===== config.mk =====
export PLATFORM = sky130hd
export DESIGN_NAME = mac_stat_bank
export DESIGN_NICKNAME = d
export VERILOG_FILES = /design/src/rtl/mac_stat_pkg.sv /design/src/rtl/stat_cmd_decode.sv /design/src/rtl/stat_counter.sv /design/src/rtl/stat_rollover.sv /design/src/rtl/stat_readmux.sv /design/src/rtl/mac_stat_bank.sv
export SDC_FILE = /design/constraint.sdc
export NUM_CORES = 2
export LEC_CHECK = 0
export BUFFER_PORTS_ARGS = -buffer_cell sky130_fd_sc_hd__buf_4
export CORE_ASPECT_RATIO = 0.9
export CORE_UTILIZATION = 51
export DETAILED_ROUTE_END_ITERATION = 8
export PLACE_DENSITY = 0.69
export SLEW_MARGIN = 20
export SYNTH_ARGS = -nofsm -noshare
export SYNTH_HDL_FRONTEND = slang
export SYNTH_SLANG_ARGS = --single-unit
export TNS_END_PERCENT = 5

===== constraint.sdc =====
create_clock -name clk -period 2.85 [get_ports clk]
set_clock_uncertainty 0.05 [all_clocks]
set_input_delay 0.1425 -clock clk [delete_from_list [all_inputs] [get_ports clk]]
set_output_delay 0.1425 -clock clk [all_outputs]
set_load 0.02 [all_outputs]

===== src/rtl/mac_stat_pkg.sv =====
// Package: shared constants and the command type for the statistics bank.
// Assumes an 8-bit host address and a 16-bit read word.
package mac_stat_pkg;
    localparam int CTR_W      = 40;
    localparam int ADDR_W     = 8;
    localparam int DATA_W     = 16;
    localparam int CMD_W      = 2;
    localparam int ROLL_WORDS = 4;
    localparam int ROLL_BITS  = ROLL_WORDS * DATA_W;
    localparam logic [ADDR_W-1:0] CMD_ADDR  = 8'h00;
    localparam logic [ADDR_W-1:0] ROLL_BASE = 8'h10;

    typedef struct packed {
        logic snap;
        logic clr;
    } stat_cmd_t;
endpackage


===== src/rtl/stat_cmd_decode.sv =====
// Module: decodes host strobes into the snap/clear commands and the
// per-word clear-on-read requests for the rollover flags.
// Assumes host_wr and host_rd are single-cycle strobes.
module stat_cmd_decode
    import mac_stat_pkg::*;
(
    input  logic              host_wr,
    input  logic              host_rd,
    input  logic [ADDR_W-1:0] host_addr,
    input  logic [CMD_W-1:0]  host_wdata,
    output stat_cmd_t         cmd,
    output logic [ROLL_WORDS-1:0] roll_rd
);
    // Command register write: bit 0 snap, bit 1 clear.
    always_comb begin
        cmd.snap = host_wr && (host_addr == CMD_ADDR) && host_wdata[0];
        cmd.clr  = host_wr && (host_addr == CMD_ADDR) && host_wdata[1];
    end

    // One-hot request to clear the rollover word being read.
    always_comb begin
        roll_rd = '0;
        if (host_rd && (host_addr[ADDR_W-1:2] == ROLL_BASE[ADDR_W-1:2]))
            roll_rd[host_addr[1:0]] = 1'b1;
    end
endmodule


===== src/rtl/stat_counter.sv =====
// Module: one live statistics counter plus its snapshot register.
// Adds inc on evt, zeroes on clr (clear wins), copies the pre-edge
// value into the snapshot on snap, and pulses wrap on carry-out.
// Assumes INC_W <= CTR_W.
module stat_counter
    import mac_stat_pkg::*;
#(
    parameter int INC_W = 16
) (
    input  logic             clk,
    input  logic             rst_n,
    input  logic             evt,
    input  logic [INC_W-1:0] inc,
    input  logic             clr,
    input  logic             snap,
    output logic [CTR_W-1:0] snap_val,
    output logic             wrap
);
    logic [CTR_W-1:0] live;
    logic [CTR_W:0]   sum;

    // Sum with carry bit for rollover detection.
    always_comb sum = {1'b0, live} + (CTR_W+1)'(inc);

    // Carry out of the top bit on an accepted event.
    always_comb wrap = evt && !clr && sum[CTR_W];

    // Live counter update; clear has priority over the event.
    always_ff @(posedge clk) begin
        if (!rst_n)     live <= '0;
        else if (clr)   live <= '0;
        else if (evt)   live <= sum[CTR_W-1:0];
    end

    // Snapshot capture of the pre-edge live value.
    always_ff @(posedge clk) begin
        if (!rst_n)     snap_val <= '0;
        else if (snap)  snap_val <= live;
    end

    AST_CLEAR_WINS: assert property (@(posedge clk) disable iff (!rst_n)
        clr |=> (live == '0));
    AST_IDLE_HOLD: assert property (@(posedge clk) disable iff (!rst_n)
        (!clr && !evt) |=> $stable(live));
    AST_SNAP_HOLD: assert property (@(posedge clk) disable iff (!rst_n)
        !snap |=> $stable(snap_val));
endmodule


===== src/rtl/stat_rollover.sv =====
// Module: sticky rollover flags, one per counter, packed into words of
// 16. A read of a word clears it; a wrap in the same cycle survives.
// Flags beyond NUM_CTR read as zero.
module stat_rollover
    import mac_stat_pkg::*;
#(
    parameter int NUM_CTR = 20
) (
    input  logic                  clk,
    input  logic                  rst_n,
    input  logic [NUM_CTR-1:0]    wrap_vec,
    input  logic [ROLL_WORDS-1:0] roll_rd,
    output logic [ROLL_BITS-1:0]  flags
);
    for (genvar i = 0; i < ROLL_BITS; i++) begin : g_flag
        if (i < NUM_CTR) begin : g_live
            logic flag_q;
            // Set on wrap, cleared by a read of its word, set wins.
            always_ff @(posedge clk) begin
                if (!rst_n)                 flag_q <= 1'b0;
                else if (wrap_vec[i])       flag_q <= 1'b1;
                else if (roll_rd[i/DATA_W]) flag_q <= 1'b0;
            end
            assign flags[i] = flag_q;

            AST_WRAP_SETS: assert property (@(posedge clk) disable iff (!rst_n)
                wrap_vec[i] |=> flags[i]);
            AST_FLAG_STICKY: assert property (@(posedge clk) disable iff (!rst_n)
                (flags[i] && !roll_rd[i/DATA_W]) |=> flags[i]);
        end else begin : g_none
            assign flags[i] = 1'b0;
        end
    end
endmodule


===== src/rtl/stat_readmux.sv =====
// Module: registered read multiplexer over snapshots and rollover words.
// Counter region: addr[7]=1, index addr[6:2], word addr[1:0].
// Assumes NUM_CTR <= 32.
module stat_readmux
    import mac_stat_pkg::*;
#(
    parameter int NUM_CTR = 20
) (
    input  logic              clk,
    input  logic              rst_n,
    input  logic              host_rd,
    input  logic [ADDR_W-1:0] host_addr,
    input  logic [CTR_W-1:0]  snap_arr [NUM_CTR],
    input  logic [ROLL_BITS-1:0] flags,
    output logic [DATA_W-1:0] host_rdata
);
    logic [CTR_W-1:0]  sel;
    logic              sel_ok;
    logic [DATA_W-1:0] rd_next;

    // Pick the addressed snapshot.
    always_comb begin
        sel    = '0;
        sel_ok = 1'b0;
        for (int i = 0; i < NUM_CTR; i++) begin
            if (host_addr[6:2] == 5'(i)) begin
                sel    = snap_arr[i];
                sel_ok = 1'b1;
            end
        end
    end

    // Word select across counter, rollover and unmapped regions.
    always_comb begin
        rd_next = '0;
        if (host_addr[7]) begin
            if (sel_ok) begin
                case (host_addr[1:0])
                    2'd0:    rd_next = sel[15:0];
                    2'd1:    rd_next = sel[31:16];
                    2'd2:    rd_next = {8'h00, sel[39:32]};
                    default: rd_next = '0;
                endcase
            end
        end else if (host_addr[ADDR_W-1:2] == ROLL_BASE[ADDR_W-1:2]) begin
            case (host_addr[1:0])
                2'd0:    rd_next = flags[15:0];
                2'd1:    rd_next = flags[31:16];
                2'd2:    rd_next = flags[47:32];
                default: rd_next = flags[63:48];
            endcase
        end
    end

    // Read data register, loaded only on a read.
    always_ff @(posedge clk) begin
        if (!rst_n)       host_rdata <= '0;
        else if (host_rd) host_rdata <= rd_next;
    end

    AST_TOP_BYTE_ZERO: assert property (@(posedge clk) disable iff (!rst_n)
        (host_rd && host_addr[7] && host_addr[1:0] == 2'd2) |=> (host_rdata[15:8] == 8'h00));
    AST_RDATA_HOLD: assert property (@(posedge clk) disable iff (!rst_n)
        !host_rd |=> $stable(host_rdata));
endmodule


===== src/rtl/mac_stat_bank.sv =====
// Module: top of the MAC statistics bank. Builds NUM_CTR counters, the
// rollover flag words, command decode and the read multiplexer.
// Octet counters are chosen by OCTET_MASK; indices below TX_BASE take
// rx_bytes, the rest tx_bytes. Assumes NUM_CTR <= 32.
module mac_stat_bank
    import mac_stat_pkg::*;
#(
    parameter int          NUM_CTR    = 20,
    parameter int          BYTE_W     = 16,
    parameter int          TX_BASE    = 16,
    parameter logic [63:0] OCTET_MASK = 64'h0000_0000_0001_0001
) (
    input  logic               clk,
    input  logic               rst_n,
    input  logic [NUM_CTR-1:0] evt_strobe,
    input  logic [BYTE_W-1:0]  rx_bytes,
    input  logic [BYTE_W-1:0]  tx_bytes,
    input  logic               host_wr,
    input  logic               host_rd,
    input  logic [7:0]         host_addr,
    input  logic [1:0]         host_wdata,
    output logic [15:0]        host_rdata
);
    stat_cmd_t             cmd;
    logic [ROLL_WORDS-1:0] roll_rd;
    logic [NUM_CTR-1:0]    wrap_vec;
    logic [CTR_W-1:0]      snap_arr [NUM_CTR];
    logic [ROLL_BITS-1:0]  flags;

    stat_cmd_decode u_dec (
        .host_wr    (host_wr),
        .host_rd    (host_rd),
        .host_addr  (host_addr),
        .host_wdata (host_wdata),
        .cmd        (cmd),
        .roll_rd    (roll_rd)
    );

    for (genvar i = 0; i < NUM_CTR; i++) begin : g_ctr
        logic [BYTE_W-1:0] inc;
        if (OCTET_MASK[i]) begin : g_oct
            if (i < TX_BASE) begin : g_rx
                assign inc = rx_bytes;
            end else begin : g_tx
                assign inc = tx_bytes;
            end
        end else begin : g_frm
            assign inc = BYTE_W'(1);
        end

        stat_counter #(.INC_W(BYTE_W)) u_ctr (
            .clk      (clk),
            .rst_n    (rst_n),
            .evt      (evt_strobe[i]),
            .inc      (inc),
            .clr      (cmd.clr),
            .snap     (cmd.snap),
            .snap_val (snap_arr[i]),
            .wrap     (wrap_vec[i])
        );
    end

    stat_rollover #(.NUM_CTR(NUM_CTR)) u_roll (
        .clk      (clk),
        .rst_n    (rst_n),
        .wrap_vec (wrap_vec),
        .roll_rd  (roll_rd),
        .flags    (flags)
    );

    stat_readmux #(.NUM_CTR(NUM_CTR)) u_rmux (
        .clk        (clk),
        .rst_n      (rst_n),
        .host_rd    (host_rd),
        .host_addr  (host_addr),
        .snap_arr   (snap_arr),
        .flags      (flags),
        .host_rdata (host_rdata)
    );

    AST_RESET_FLAGS_ZERO: assert property (@(posedge clk)
        $rose(rst_n) |-> (flags == '0));
endmodule


# Word-level counts from Yosys, hierarchy flattened
# Cells that the tools add are included.
classes:
  n_lt_le_gt_ge: 2
  n_mux: 70
  n_bitwise: 1
  eq_ne: 22
  add_sub_neg: 20
  n_reduce_logical: 70
op_table:
  columns: ["operator", "count"]
  rows:
  - ["$mux 40", 20]
  - ["$add 40x1->41 const B", 18]
  - ["$add 40x16->41", 2]
  - ["$mux 16", 3]
  - ["$pmux 16 s3", 1]
  - ["$logic_and 1x1->1", 45]
  - ["$mux 1", 43]
  - ["$eq 5x4->1 const B", 8]
  - ["$reduce_bool 2->1", 20]
  - ["$pmux 16 s2", 1]
  - ["$eq 5x3->1 const B", 4]
  - ["$eq 5x5->1 const B", 4]
  - ["$eq 5x2->1 const B", 2]
  - ["$logic_not 8->1", 1]
  - ["$eq 6x3->1 const B", 1]
  - ["$eq 5x1->1 const B", 1]
  - ["$logic_not 5->1", 1]
  - ["$lt 2x3->1 const B", 1]
  - ["$demux 1 s2", 1]
  - ["$eq 2x1->1 const B", 1]
  - ["$eq 2x2->1 const B", 1]
  - ["$ge 2x1->1 const B", 1]
  - ["$logic_not 2->1", 1]
  - ["$mux 2", 1]
  - ["3 further kinds", 3]
totals:
  wordCells: 246
  ff_bits: 1636
  in_bits: 66

# Longest topological paths before layout
depth:
  ltp_word: 24
  ltp_mapped: 12

# Cells and area by module
# Synthesis repeated with hierarchy kept, for this count alone.
hier_totals:
  cells_unflattened: 10943
  hier_area_um2: 95136.2
by_module_without_submodules:
  columns: ["mod", "seq_area_each_um2", "n_inst", "cells_each", "area_each_um2"]
  rows:
  - ["stat_counter (g_ctr[0].u_ctr ...)", 1601.5, 16, 474, 4222.8]
  - ["stat_readmux", 320.3, 1, 1374, 9689.3]
  - ["stat_counter (g_ctr[2].u_ctr ...)", 1601.5, 2, 478, 4227.8]
  - ["stat_counter (g_ctr[9].u_ctr)", 1601.5, 1, 457, 4211.5]
  - ["stat_counter (g_ctr[8].u_ctr)", 1601.5, 1, 427, 3927.5]
  - ["stat_rollover", 400.4, 1, 128, 1181.1]
  - ["stat_cmd_decode", 0.0, 1, 15, 98.8]
  - ["mac_stat_bank", 0.0, 1, 2, 7.5]

# Worst setup path before layout
# OpenSTA, ideal clock, no wires.
synth_timing:
  kind: "flip-flop to flip-flop"
  from: "register g_ctr[0].u_ctr.live[1]"
  to: "register g_ctr[0].u_ctr.live[33]"
  path_slack_ns: 0.177
  arrival_ns: 2.565
  n_path_buf: 1
  stages_incl_launch_ff: 10
  setup_time_ns: 0.058
  path_cell_list: "dfxtp_1 > ha_1 > a211o_1 > a2111oi_0 > o31ai_1 > a21oi_1 > o21ai_0 > clkbuf_1 > a21boi_0 > o21a_1"
synth_via:
  elab_chain_cells: 1
synth_rtl:
  columns: ["element", "line_no", "text"]
  rows:
  - ["start: declaration", "stat_counter.sv:19", "logic [CTR_W-1:0] live;"]
  - ["start signal: assignment", "stat_counter.sv:32", "else if (evt) live <= sum[CTR_W-1:0];"]
  - ["$add 40x16->41", "stat_counter.sv:23", "always_comb sum = {1'b0, live} + (CTR_W+1)'(inc);"]
# Every way passes these cells.
# A chain may end at the register's enable or synchronous reset.

# Worst setup path in the final report
layout_timing:
  from: "register g_ctr[1].u_ctr.snap_val[17]"
  to: "register u_rmux.host_rdata[1]"
layout_via:
  elab_chain_cells: 22
layout_rtl:
  columns: ["element", "line_no", "text"]
  rows:
  - ["start: declaration", "stat_counter.sv:16", "output logic [CTR_W-1:0] snap_val,"]
  - ["start signal: assignment", "stat_counter.sv:38", "else if (snap) snap_val <= live;"]
  - ["$mux 40 (19 in a row)", "stat_readmux.sv:26", "if (host_addr[6:2] == 5'(i)) begin"]
  - ["$pmux 16 s3", "stat_readmux.sv:38", "case (host_addr[1:0])"]
  - ["$mux 16", "stat_readmux.sv:37", "if (sel_ok) begin"]
  - ["$mux 16", "stat_readmux.sv:36", "if (host_addr[7]) begin"]
  - ["end signal: assignment", "stat_readmux.sv:58", "else if (host_rd) host_rdata <= rd_next;"]
  - ["end: declaration", "stat_readmux.sv:15", "output logic [DATA_W-1:0] host_rdata"]
# Every way passes these cells.

==> key figures <==
Run status
  – Status: finished, violations left
  – Failing checks: setup timing

GRT
  – Gr busiest metal: met2
  – Largest net degree at the start of global routing: 240
  – Remaining global-route overflow: 0
  – GR Util met2: a little over half
  – First-pass GRT wire length: 404600 um
  – Overall Global Routing Usage: 36.47%
  – Initial antenna violation count: 19
  – Vias in the first global route: 62380
  – M3 GR Usage: 10.40%
  – Met1 Track Usage GR: 50.94%

Finish
  – P&R area growth vs syn: 15.69%
  – Number of fill cells: 12990
  – Layout cell share with drive strength beyond 1: ~9.7%
  – Fin nets: 9397
  – Cell area after layout: 0.08573 sq mm

Pwr
  – Worst VDD drop: 0.6673 mV
  – Int Pwr: between 30000 and 40000 uW
  – Switch share: 23.97%
  – Lkg Pwr: just under 0.03 uW
  – Clock power share: 46.8%
  – Gate power share: about 6.3%
  – Register share of total power: 46.9%
  – NetSw: 11840 uW
  – Total power divided by cell area: about 580 mW/mm^2

Setup path
  – CP required: 3.56 ns
  – RR Startpoint: g_ctr[1].u_ctr.snap_val[17]
  – CP endpoint kind: flip-flop
  – CP startpoint: g_ctr[1].u_ctr.snap_val[17]
  – Reg2Reg Setup Slack: -0.02 ns
  – Max Fanout on Critical Path: 2
  – Startpoint Class: flip-flop
  – R2R Path End: u_rmux.host_rdata[1]
  – Critical Path AT: 3.58 ns
  – Crit Path Category: reg -> reg
  – R2R cell count: 9

Clock tree
  – Clock-pin slew on the worst setup and hold paths: 0.06 ns
  – Worst skew pair latency: 0.83 ns
  – Clock tree buffer depth: 3
  – CTS Sinks: 1636
  – CTS root buf: clkbuf_16
  – CTS tree: done
  – Num CTS Buffers: 168
  – Post-CTS Setup Inserts: 0
  – H-tree depth: 4

Timing
  – Least-Margin Pin Slew: approximately 1.1 ns
  – Final period util: 100.6%
  – Post-route setup slack: -0.01659 ns
  – Max_slew headroom: 24.05%
  – Fmax: 0.3488 GHz
  – RSZ-0062 raised after global routing: yes
  – Slew Limit Fails: 0
  – Final setup vio count: 1
  – Final min period: 2.867 ns
  – Hold Vio Cnt, Final: 0
  – Setup TNS: -0.01659 ns

Logic synthesis
  – Top_reg_cell synth: dfxtp_1
  – Share of the synthesized area in the top cell type: ~44%
  – Area leader, netlist: dfxtp_1
  – Post-Syn Nets: 9189
  – Total number of yosys warnings: 0
  – Seq/Total Area, Yosys: between 40 and 50%
  – Cell Area, Synth: 0.07410 sq mm
  – Number of synthesized flops with an enable pin: 0
  – Cell variety after synth: 90
  – Post-synthesis register bit count: 1636
  – Dominant cells by area after synthesis: dfxtp_1 44%, nand2_1 10%, a21boi_0 8.2%
  – Synthesized area per cell: slightly above 8 sq um
  – Ys async rst share: 0%
  – Gate Count Post-Synth: 9071

Route
  – Initial DRC count: 7815
  – Post-DR wirelength/cell: 24.13 um
  – Vias: approximately 68000
  – Antenna Violating Nets Remaining: 0
  – # DRC: 0
  – Via density: around 6.0
  – First-pass iteration count of the detailed router: 6
  – Overall routed net length: 274300 um

Place
  – DP Area: 0.07925 sq mm
  – Hpwl dp: 203700 um
  – Gpl congestion: roughly 1.1
  – I/O Buffers: 81

Die
  – Die area: 0.1468 sq mm
  – Die H: 363.6 um
  – Row cnt: 132
  – Die span in x: 403.8 um
  – Core Box Area: 0.1440 sq mm
  – IO Count: 82
  – Initial Util: around half

Hold path
  – Hold Crit Depth: 4
  – Worst hold path class: in -> reg
  – Min-delay src: evt_strobe[13]
  – Hold Path End: g_ctr[13].u_ctr.live[0]

Flow run
  – Max-cap violations: 0
-- area by class of cell --
class	count	area, sq um	area share (%)
diodes	9	22.52	0.02627
flip-flops and latches	1636	32750	38.20
inverters	98	367.9	0.4291
multi-input cells	6774	38770	45.22
clock inverters	60	837.1	0.9764
well taps	1943	2431	2.836
repair buffers	601	5622	6.558
clock buffers	248	4926	5.746
-- synth_stat cells (all sizes together) (120+ instances only) --
cell type     n
xor2        405
nand2      2040
buf         184
or3         120
xnor2       238
nand3       306
a21boi      807
nor2        895
o21ai       316
and3        145
clkbuf      379
dfxtp      1636
a21oi       314
nand4       185
-- registers in the layout (all words and copies together) (netlist names) --
register,count
u_roll.g_flag.g_live.flag_q,20
g_ctr.u_ctr.live,800
u_rmux.host_rdata,16
g_ctr.u_ctr.snap_val,800
-- worst max path at each step --
stage,endpoint,slack [ns],cells past startpoint
after global routing,g_ctr[16].u_ctr.live[36],-0.04,10
final,u_rmux.host_rdata[1],-0.02,9
after CTS,g_ctr[0].u_ctr.live[39],0.02,10
after global placement,u_rmux.host_rdata[5],-0.30,11
after detailed placement,u_rmux.host_rdata[5],-0.21,11
after floorplan,g_ctr[0].u_ctr.live[33],0.18,9
-- metal layers --
metal	share of wire [%]	wire length, um
met3	11	30600
met4	4.4	12130
met1	43	118500
met5	0.037	101
met2	41	112900
-- cell families (layout without fill, tap and decap cells) --
family / count (synthesis) / in the layout / share of synthesized area (%)
muxes: 134 / 134 / 2.038
AOI/OAI and AO/OA: 1917 / 1917 / 17.63
other: 0 / 9 / 0
and+or+nand+nor: 4028 / 4028 / 23.99
DFF: 1636 / 1636 / 44.20
buffers and inverters: 661 / 1007 / 3.647
adders and majority gates: 52 / 52 / 0.8983
xor gates and xnor gates: 643 / 643 / 7.600
-- power by group through the flow --
stage / combinational [uW] / sequential (uW) / clock (uW)
4_1_cts: 2990 / 23200 / 23300
2_1_floorplan: 1690 / 23600 / 0
5_1_grt: 3250 / 23200 / 24300
6_report: 3100 / 23200 / 23100
3_5_place_dp: 2870 / 23700 / 0
3_3_place_gp: 2830 / 23700 / 0
-- cells in the final DEF (no fill, tap or decap), types with 145 or more instances in the layout --
master     instances
buf_4            458
nor2_1           892
nand4_1          185
nand2_1         2039
nand3_1          305
o21ai_0          312
xor2_1           405
a21oi_1          313
and3_1           145
clkbuf_16        169
a21boi_0         806
xnor2_1          238
dfxtp_1         1636
-- repair_timing --
item / in CTS / in global routing
endpoints found under the setup margin: 4 / 15
endpoints found under the hold margin: 302 / 0
pin swaps: 0 / 1
gates resized for setup: 2 / 9
hold buffers: 66 / 0
-- critical path, stage by stage (launching register included) --
cell,delay (ns)
dfxtp_1,0.36
mux2i_1,0.12
buf_4,0.15
o2bb2ai_1,0.57
a222oi_1,0.16
a31oi_1,0.42
buf_4,0.18
o21ai_0,0.19
a221o_1,0.42
a31oi_1,0.17
-- stage by stage --
step	utilization, %	instances	setup slack [ns]	hold slack [ns]	power (uW)
floorplan	-	9071	0.1773	0.2293	25310
global placement	55.03	10990	-0.2998	0.3662	26510
detailed placement	55.03	10990	-0.2142	0.3784	26560
CTS	59.49	11360	0.01951	0.05602	49490
global route	59.51	11360	-0.03691	0.1086	50750
finish	59.53	11370	-0.01659	0.09639	49400
No activity file was read; power rests on OpenSTA's default activity.
